**config.mk**
```make
export PLATFORM = sky130hd
export DESIGN_NAME = busSlaveSelect
export DESIGN_NICKNAME = d
export VERILOG_FILES = /design/src/rtl/busSelPkg.sv /design/src/rtl/addrDecode.sv /design/src/rtl/waitCtrl.sv /design/src/rtl/waitCounter.sv /design/src/rtl/busSlaveSelect.sv
export SDC_FILE = /design/constraint.sdc
export NUM_CORES = 1
export LEC_CHECK = 0
export BUFFER_PORTS_ARGS = -buffer_cell sky130_fd_sc_hd__buf_2
export CAP_MARGIN = 20
export CORE_ASPECT_RATIO = 1.25
export CORE_MARGIN = 5
export CORE_UTILIZATION = 34
export CTS_BUF_LIST = sky130_fd_sc_hd__clkbuf_16
export CTS_CLUSTER_SIZE = 28
export DETAILED_ROUTE_END_ITERATION = 12
export PLACE_DENSITY = 0.92
export SYNTH_ARGS = -nofsm -noshare
export SYNTH_HDL_FRONTEND = slang
export SYNTH_SLANG_ARGS = --single-unit
export TNS_END_PERCENT = 30
```
**constraint.sdc**
```tcl
create_clock -name clk -period 1.8 [get_ports clk]
set_clock_uncertainty 0.2 [all_clocks]
set_input_delay 0.18 -clock clk [delete_from_list [all_inputs] [get_ports clk]]
set_output_delay 0.18 -clock clk [all_outputs]
set_load 0.03 [all_outputs]
```
**src/rtl/busSelPkg.sv**
```systemverilog
package busSelPkg;

  // Strobes sent from the wait control to the wait-count datapath.
  typedef struct packed {
    logic load;   // start of a selected cycle: load the coded length
    logic clear;  // bus cycle over: discard any remaining count
    logic dec;    // one wait clock consumed
  } waitCmd_t;

endpackage

```
**src/rtl/addrDecode.sv**
```systemverilog
module addrDecode #(
  parameter int ADDR_W      = 24,
  parameter int LOCAL_W     = 16,
  parameter int MEM_WIN_W   = 12,
  parameter int IO_ADDR_W   = 8,
  parameter int IO_WIN_W    = 4,
  localparam int EXT_W      = ADDR_W - LOCAL_W,
  localparam int MEM_BASE_W = LOCAL_W - MEM_WIN_W,
  localparam int IO_BASE_W  = IO_ADDR_W - IO_WIN_W,
  localparam int IO_PORTS   = 1 << IO_WIN_W
) (
  input  logic                  clk,
  input  logic                  rstN,
  input  logic [ADDR_W-1:0]     addr,
  input  logic                  memRead,
  input  logic                  memWrite,
  input  logic                  ioIn,
  input  logic                  ioOut,
  input  logic                  phantomN,
  input  logic [MEM_BASE_W-1:0] memBase,
  input  logic                  extEn,
  input  logic [EXT_W-1:0]      extPage,
  input  logic                  phantomPol,
  input  logic                  memDisable,
  input  logic [IO_BASE_W-1:0]  ioBase,
  output logic                  memSel,
  output logic [IO_PORTS-1:0]   ioStrobe
);

  logic memCycle, ioCycle;
  logic pageMatch, extMatch, phantomOk, ioHit;
  logic unusedIoBits;

  assign memCycle  = memRead | memWrite;
  assign ioCycle   = ioIn | ioOut;

  assign pageMatch = (addr[LOCAL_W-1:MEM_WIN_W] == memBase);
  assign extMatch  = ~extEn | (addr[ADDR_W-1:LOCAL_W] == extPage);
  // phantomPol=1: present only while phantom is asserted (low).
  assign phantomOk = phantomPol ? ~phantomN : phantomN;

  assign memSel = memCycle & ~memDisable & pageMatch & extMatch & phantomOk;

  assign ioHit = ioCycle & (addr[IO_ADDR_W-1:IO_WIN_W] == ioBase);

  generate
    for (genvar p = 0; p < IO_PORTS; p++) begin : g_strobe
      assign ioStrobe[p] = ioHit & (addr[IO_WIN_W-1:0] == IO_WIN_W'(p));
    end
  endgenerate

  // I/O ports use an 8-bit address; bits between it and the memory page are not decoded.
  assign unusedIoBits = ^addr[MEM_WIN_W-1:IO_ADDR_W];


  mem_disable_chk: assert property (@(posedge clk) disable iff (!rstN)
    memDisable |-> !memSel);


  io_window_chk: assert property (@(posedge clk) disable iff (!rstN)
    (|ioStrobe) |-> ((addr[IO_ADDR_W-1:IO_WIN_W] == ioBase) && (ioIn || ioOut)));


  mem_status_chk: assert property (@(posedge clk) disable iff (!rstN)
    memSel |-> (memRead || memWrite));

endmodule

```
**src/rtl/waitCtrl.sv**
```systemverilog
module waitCtrl
  import busSelPkg::*;
(
  input  logic     clk,
  input  logic     rstN,
  input  logic     cycleValid,
  input  logic     anyHit,
  input  logic     cntBusy,
  output waitCmd_t cmd,
  output logic     holdReady
);

  logic prevValid;
  logic cycleStart;

  always_ff @(posedge clk or negedge rstN) begin
    if (!rstN) prevValid <= 1'b0;
    else       prevValid <= cycleValid;
  end

  assign cycleStart = cycleValid & ~prevValid;

  always_comb begin
    cmd.clear = ~cycleValid;
    cmd.load  = cycleStart & anyHit;
    cmd.dec   = cycleValid & ~cycleStart & cntBusy;
  end

  // The first wait clock is covered combinationally; the counter covers the rest.
  assign holdReady = cycleValid & anyHit & (cycleStart | cntBusy);


  no_wait_unselected_chk: assert property (@(posedge clk) disable iff (!rstN)
    holdReady |-> anyHit);


  wait_contiguous_chk: assert property (@(posedge clk) disable iff (!rstN)
    (holdReady && !cmd.load) |-> $past(holdReady));


  end_releases_chk: assert property (@(posedge clk) disable iff (!rstN)
    !cycleValid |-> !holdReady);

endmodule

```
**src/rtl/waitCounter.sv**
```systemverilog
module waitCounter
  import busSelPkg::*;
#(
  parameter int WAIT_CODE_W = 2,
  localparam int NUM_CODES  = 1 << WAIT_CODE_W,
  localparam int MAX_WAIT   = 1 << (NUM_CODES - 1),
  localparam int CNT_W      = (MAX_WAIT > 2) ? $clog2(MAX_WAIT) : 1
) (
  input  logic                   clk,
  input  logic                   rstN,
  input  waitCmd_t               cmd,
  input  logic [WAIT_CODE_W-1:0] waitCode,
  output logic                   cntBusy
);

  logic [CNT_W-1:0] cnt;
  logic [CNT_W-1:0] loadVal;

  // Code k gives 2**k wait clocks; the first is spent in the start clock.
  assign loadVal = (CNT_W'(1) << waitCode) - CNT_W'(1);

  always_ff @(posedge clk or negedge rstN) begin
    if (!rstN)          cnt <= '0;
    else if (cmd.clear) cnt <= '0;
    else if (cmd.load)  cnt <= loadVal;
    else if (cmd.dec)   cnt <= cnt - CNT_W'(1);
  end

  assign cntBusy = (cnt != '0);


  load_value_chk: assert property (@(posedge clk) disable iff (!rstN)
    cmd.load |=> (cnt == $past(loadVal)));


  clear_idle_chk: assert property (@(posedge clk) disable iff (!rstN)
    cmd.clear |=> !cntBusy);


  count_down_chk: assert property (@(posedge clk) disable iff (!rstN)
    cmd.dec |=> (cnt == $past(cnt) - CNT_W'(1)));

endmodule

```
**src/rtl/busSlaveSelect.sv**
```systemverilog
module busSlaveSelect
  import busSelPkg::*;
#(
  parameter int ADDR_W      = 24,
  parameter int LOCAL_W     = 16,
  parameter int MEM_WIN_W   = 12,
  parameter int IO_ADDR_W   = 8,
  parameter int IO_WIN_W    = 4,
  parameter int WAIT_CODE_W = 2,
  localparam int EXT_W      = ADDR_W - LOCAL_W,
  localparam int MEM_BASE_W = LOCAL_W - MEM_WIN_W,
  localparam int IO_BASE_W  = IO_ADDR_W - IO_WIN_W,
  localparam int IO_PORTS   = 1 << IO_WIN_W
) (
  input  logic                   clk,
  input  logic                   rstN,
  input  logic [ADDR_W-1:0]      addr,
  input  logic                   memRead,
  input  logic                   memWrite,
  input  logic                   ioIn,
  input  logic                   ioOut,
  input  logic                   phantomN,
  input  logic                   cycleValid,
  input  logic [MEM_BASE_W-1:0]  memBase,
  input  logic                   extEn,
  input  logic [EXT_W-1:0]       extPage,
  input  logic                   phantomPol,
  input  logic                   memDisable,
  input  logic [IO_BASE_W-1:0]   ioBase,
  input  logic [WAIT_CODE_W-1:0] waitCode,
  output logic                   memSel,
  output logic [IO_PORTS-1:0]    ioStrobe,
  output logic                   holdReady
);

  waitCmd_t cmd;
  logic     cntBusy;
  logic     anyHit;

  addrDecode #(
    .ADDR_W(ADDR_W), .LOCAL_W(LOCAL_W), .MEM_WIN_W(MEM_WIN_W),
    .IO_ADDR_W(IO_ADDR_W), .IO_WIN_W(IO_WIN_W)
  ) uDecode (
    .clk(clk), .rstN(rstN), .addr(addr),
    .memRead(memRead), .memWrite(memWrite), .ioIn(ioIn), .ioOut(ioOut),
    .phantomN(phantomN), .memBase(memBase), .extEn(extEn), .extPage(extPage),
    .phantomPol(phantomPol), .memDisable(memDisable), .ioBase(ioBase),
    .memSel(memSel), .ioStrobe(ioStrobe)
  );

  assign anyHit = memSel | (|ioStrobe);

  waitCtrl uCtrl (
    .clk(clk), .rstN(rstN), .cycleValid(cycleValid), .anyHit(anyHit),
    .cntBusy(cntBusy), .cmd(cmd), .holdReady(holdReady)
  );

  waitCounter #(.WAIT_CODE_W(WAIT_CODE_W)) uCount (
    .clk(clk), .rstN(rstN), .cmd(cmd), .waitCode(waitCode), .cntBusy(cntBusy)
  );

endmodule

```
==> results.toml <==
[critical_path]
endpoint_kind = "output pin"
crit_arrival_ns = 1.47
required_ns = 1.42
startpoint_type = "input pin"
crit_type = "in -> out"
crit_fanout = 4

[power_and_ir_drop]
ir_worst_vdd_uv = 800
p_per_area_nw_per_um2 = 630
leakagePower_nw = 0.626

[drt]
drc = 0
wire_per_inst_um = 13.0
drt_iter0_drc = 12
vias_per_cell = 5.09
ant_nets = 0
wl_um = 2290
drt_pass1_iterations = 4
vias = 896

[floorplan]
io_pins = 71
dieArea_um2 = 2890
die_w_um = 49.1
start_util = 0.363
die_h_um = 58.9
core-area_um2 = 1790
fp-row-count = 17

[timing]
worst_pin_slew_ns = 0.317
timing.setup.tns_ns = -0.144
rsz0062_at_grt = "true"
worst_slack_ns = -0.0528
drv_slew = 0
slew_headroom = 0.787
setup_viol = 5
hold_viol_final = 0
fmax_mhz = 540
post-route-min-period_ns = 1.85
final.period_utilization = 1.03

[logic_synthesis]
synth_common_cells = "15 x xor2_1, 14 x nor2_1, 7 x nand2_1"
async_reset_ff_frac = 1.00
synth.distinct_cells = 26
synth_area_leader_cell = "xor2_1"
synth.net_count = 138
yosysTopAreaCellShare = 0.202
synth_edf_count = 0
ys_seq_elements = 4
synth_area_per_cell_um2 = 7.82
yosys-top-cells-area = "xor2_1 20%, dfrtp_1 15%, nor2_1 8.1%"
synthFlopType = "dfrtp_1"
ys_seq_area_frac = 0.154
synthCells = 83
ys_warn_count = 0
yosys.cell_count.top_type = "xor2_1"
synth.cell_area_um2 = 649

[clocking]
clock-root-buffer = "clkbuf_16"
h-tree-depth = 1
cts_max_path_buffers = 2
clock-sinks = 4
worstSkewPairLatency_ns = 0.22
post_cts_buffers = 0
clkTransAtPathRegs_ns = 0.03
numCtsBuffers = 3
cts_tree = "built"

[placement]
io_buffers = 66
gp_congestion = 0.714
place_worst_setup_slack_ns = -0.0871
hpwlAfterDp_um = 1910

[grt]
grt_pass1_wl_um = 3430
antenna_found_initial = 0
grt_pass1_vias = 907
grt_use_total = 0.150
grt_remaining_overflow = 0
grt_max_degree = 10

[run_status]
status = "complete, but fails checks"
violations = "setup timing"

[hold_path]
hp-class = "in -> reg"

[layout]
final_nets = 214
drive_above_1_share = 0.554
area_delta_synth_final_pct = 87.3
diodes = 0

[job]
max_cap_viol_count = 0
[placed cells by master, fill, tap and decap left out, types with 2 or more instances in the layout]
cell type      instances
buf_2                 51
buf_4                 11
buf_6                  4
clkbuf_16              3
clkbuf_4               4
dfrtp_1                4
dlygate4sd3_1          2
ha_1                   2
inv_1                  4
mux2i_1                4
nand2_1                7
nand2b_1               2
nand3_2                2
nand3b_1               4
nor2_1                13
nor3_2                 4
nor4_2                 3
xnor2_1                3
xor2_1                15
[power breakdown]
part	internal [mW]	switching (mW)	leakage, nW	total (mW)
combinational	0.144	0.149	0.537	0.293
sequential	0.114	0.0157	0.0525	0.129
clock	0.284	0.0606	0.0370	0.344
total	0.541	0.225	0.626	0.766
[what timing repair did]
item / CTS / global route
endpoints found under the setup margin: 5 / 16
endpoints found under the hold margin: 5 / 0
pin swaps: 2 / 8
gates cloned: 0 / 0
hold buffers: 2 / 0
resized for setup: 5 / 23
[metal layers]
| metal | GRT usage | wire (um) | up-vias |
|---|---|---|---|
| met2 | 0.317 | 1330 | 49 |
| met5 | 0 | 0 | - |
| li1 | - | - | 440 |
| met4 | 0.0577 | 25 | 0 |
| met1 | 0.111 | 669 | 403 |
| met3 | 0.0658 | 269 | 4 |
[worst paths after layout]
path                                                start                        end  slack, ns  depth (start not counted)
worst max-delay path                            ioBase[0]                ioStrobe[0]      -0.05                          7
worst min-delay path                          waitCode[1]  uCount.cnt[1]$_DFFE_PN0P_       0.04                          3
worst max register to register  uCount.cnt[0]$_DFFE_PN0P_  uCount.cnt[1]$_DFFE_PN0P_       0.14                          7
worst min register to register  uCount.cnt[0]$_DFFE_PN0P_  uCount.cnt[0]$_DFFE_PN0P_       0.40                          3
max in group asynchronous                            rstN  uCount.cnt[0]$_DFFE_PN0P_       1.19                          2
min in group asynchronous                            rstN  uCount.cnt[1]$_DFFE_PN0P_       0.09                          2
[flip-flops by register name, summed over array words and instances (netlist names)]
register and count:
uCount.cnt 3, uCtrl.prevValid 1
[layout make-up]
class / instances / area (um^2)
Tap cell: 19 / 23.8
Timing Repair Buffer: 72 / 433
Multi-Input combinational cell: 74 / 569
Sequential cell: 4 / 100
Inverter: 4 / 15.0
Fill cell: 149 / 571
Clock buffer: 3 / 75.1
[worst max-delay path, cell delays in order]
cell and delay [ns]:
buf_6 0.09, xor2_1 0.15, nor3_2 0.20, o211ai_1 0.15
or3_4 0.40, nor3_4 0.14, buf_6 0.15
[per-stage QoR]
stage          area (um^2)  hold slack (ns)  std cells  power [mW]   util
6_report              1220           0.0380        176       0.766  0.681
5_1_grt               1220           0.0638        176       0.814  0.681
4_1_cts               1150           0.0407        176       0.765  0.644
3_5_place_dp          1040           -0.210        171       0.410  0.582
3_3_place_gp          1040           -0.213        171       0.388  0.582
2_1_floorplan          659           -0.316         83       0.302      -
[kinds of logic (layout without fill, tap and decap cells)]
group	after synthesis	count (layout)	synth area share
buf+inv	5	79	0.0289
compound gates	9	9	0.112
xor+xnor	18	18	0.243
simple gates	41	41	0.362
fa+ha+maj	2	2	0.0385
flops	4	4	0.154
mux	4	4	0.0617
Power figures use the tool's default switching activity.
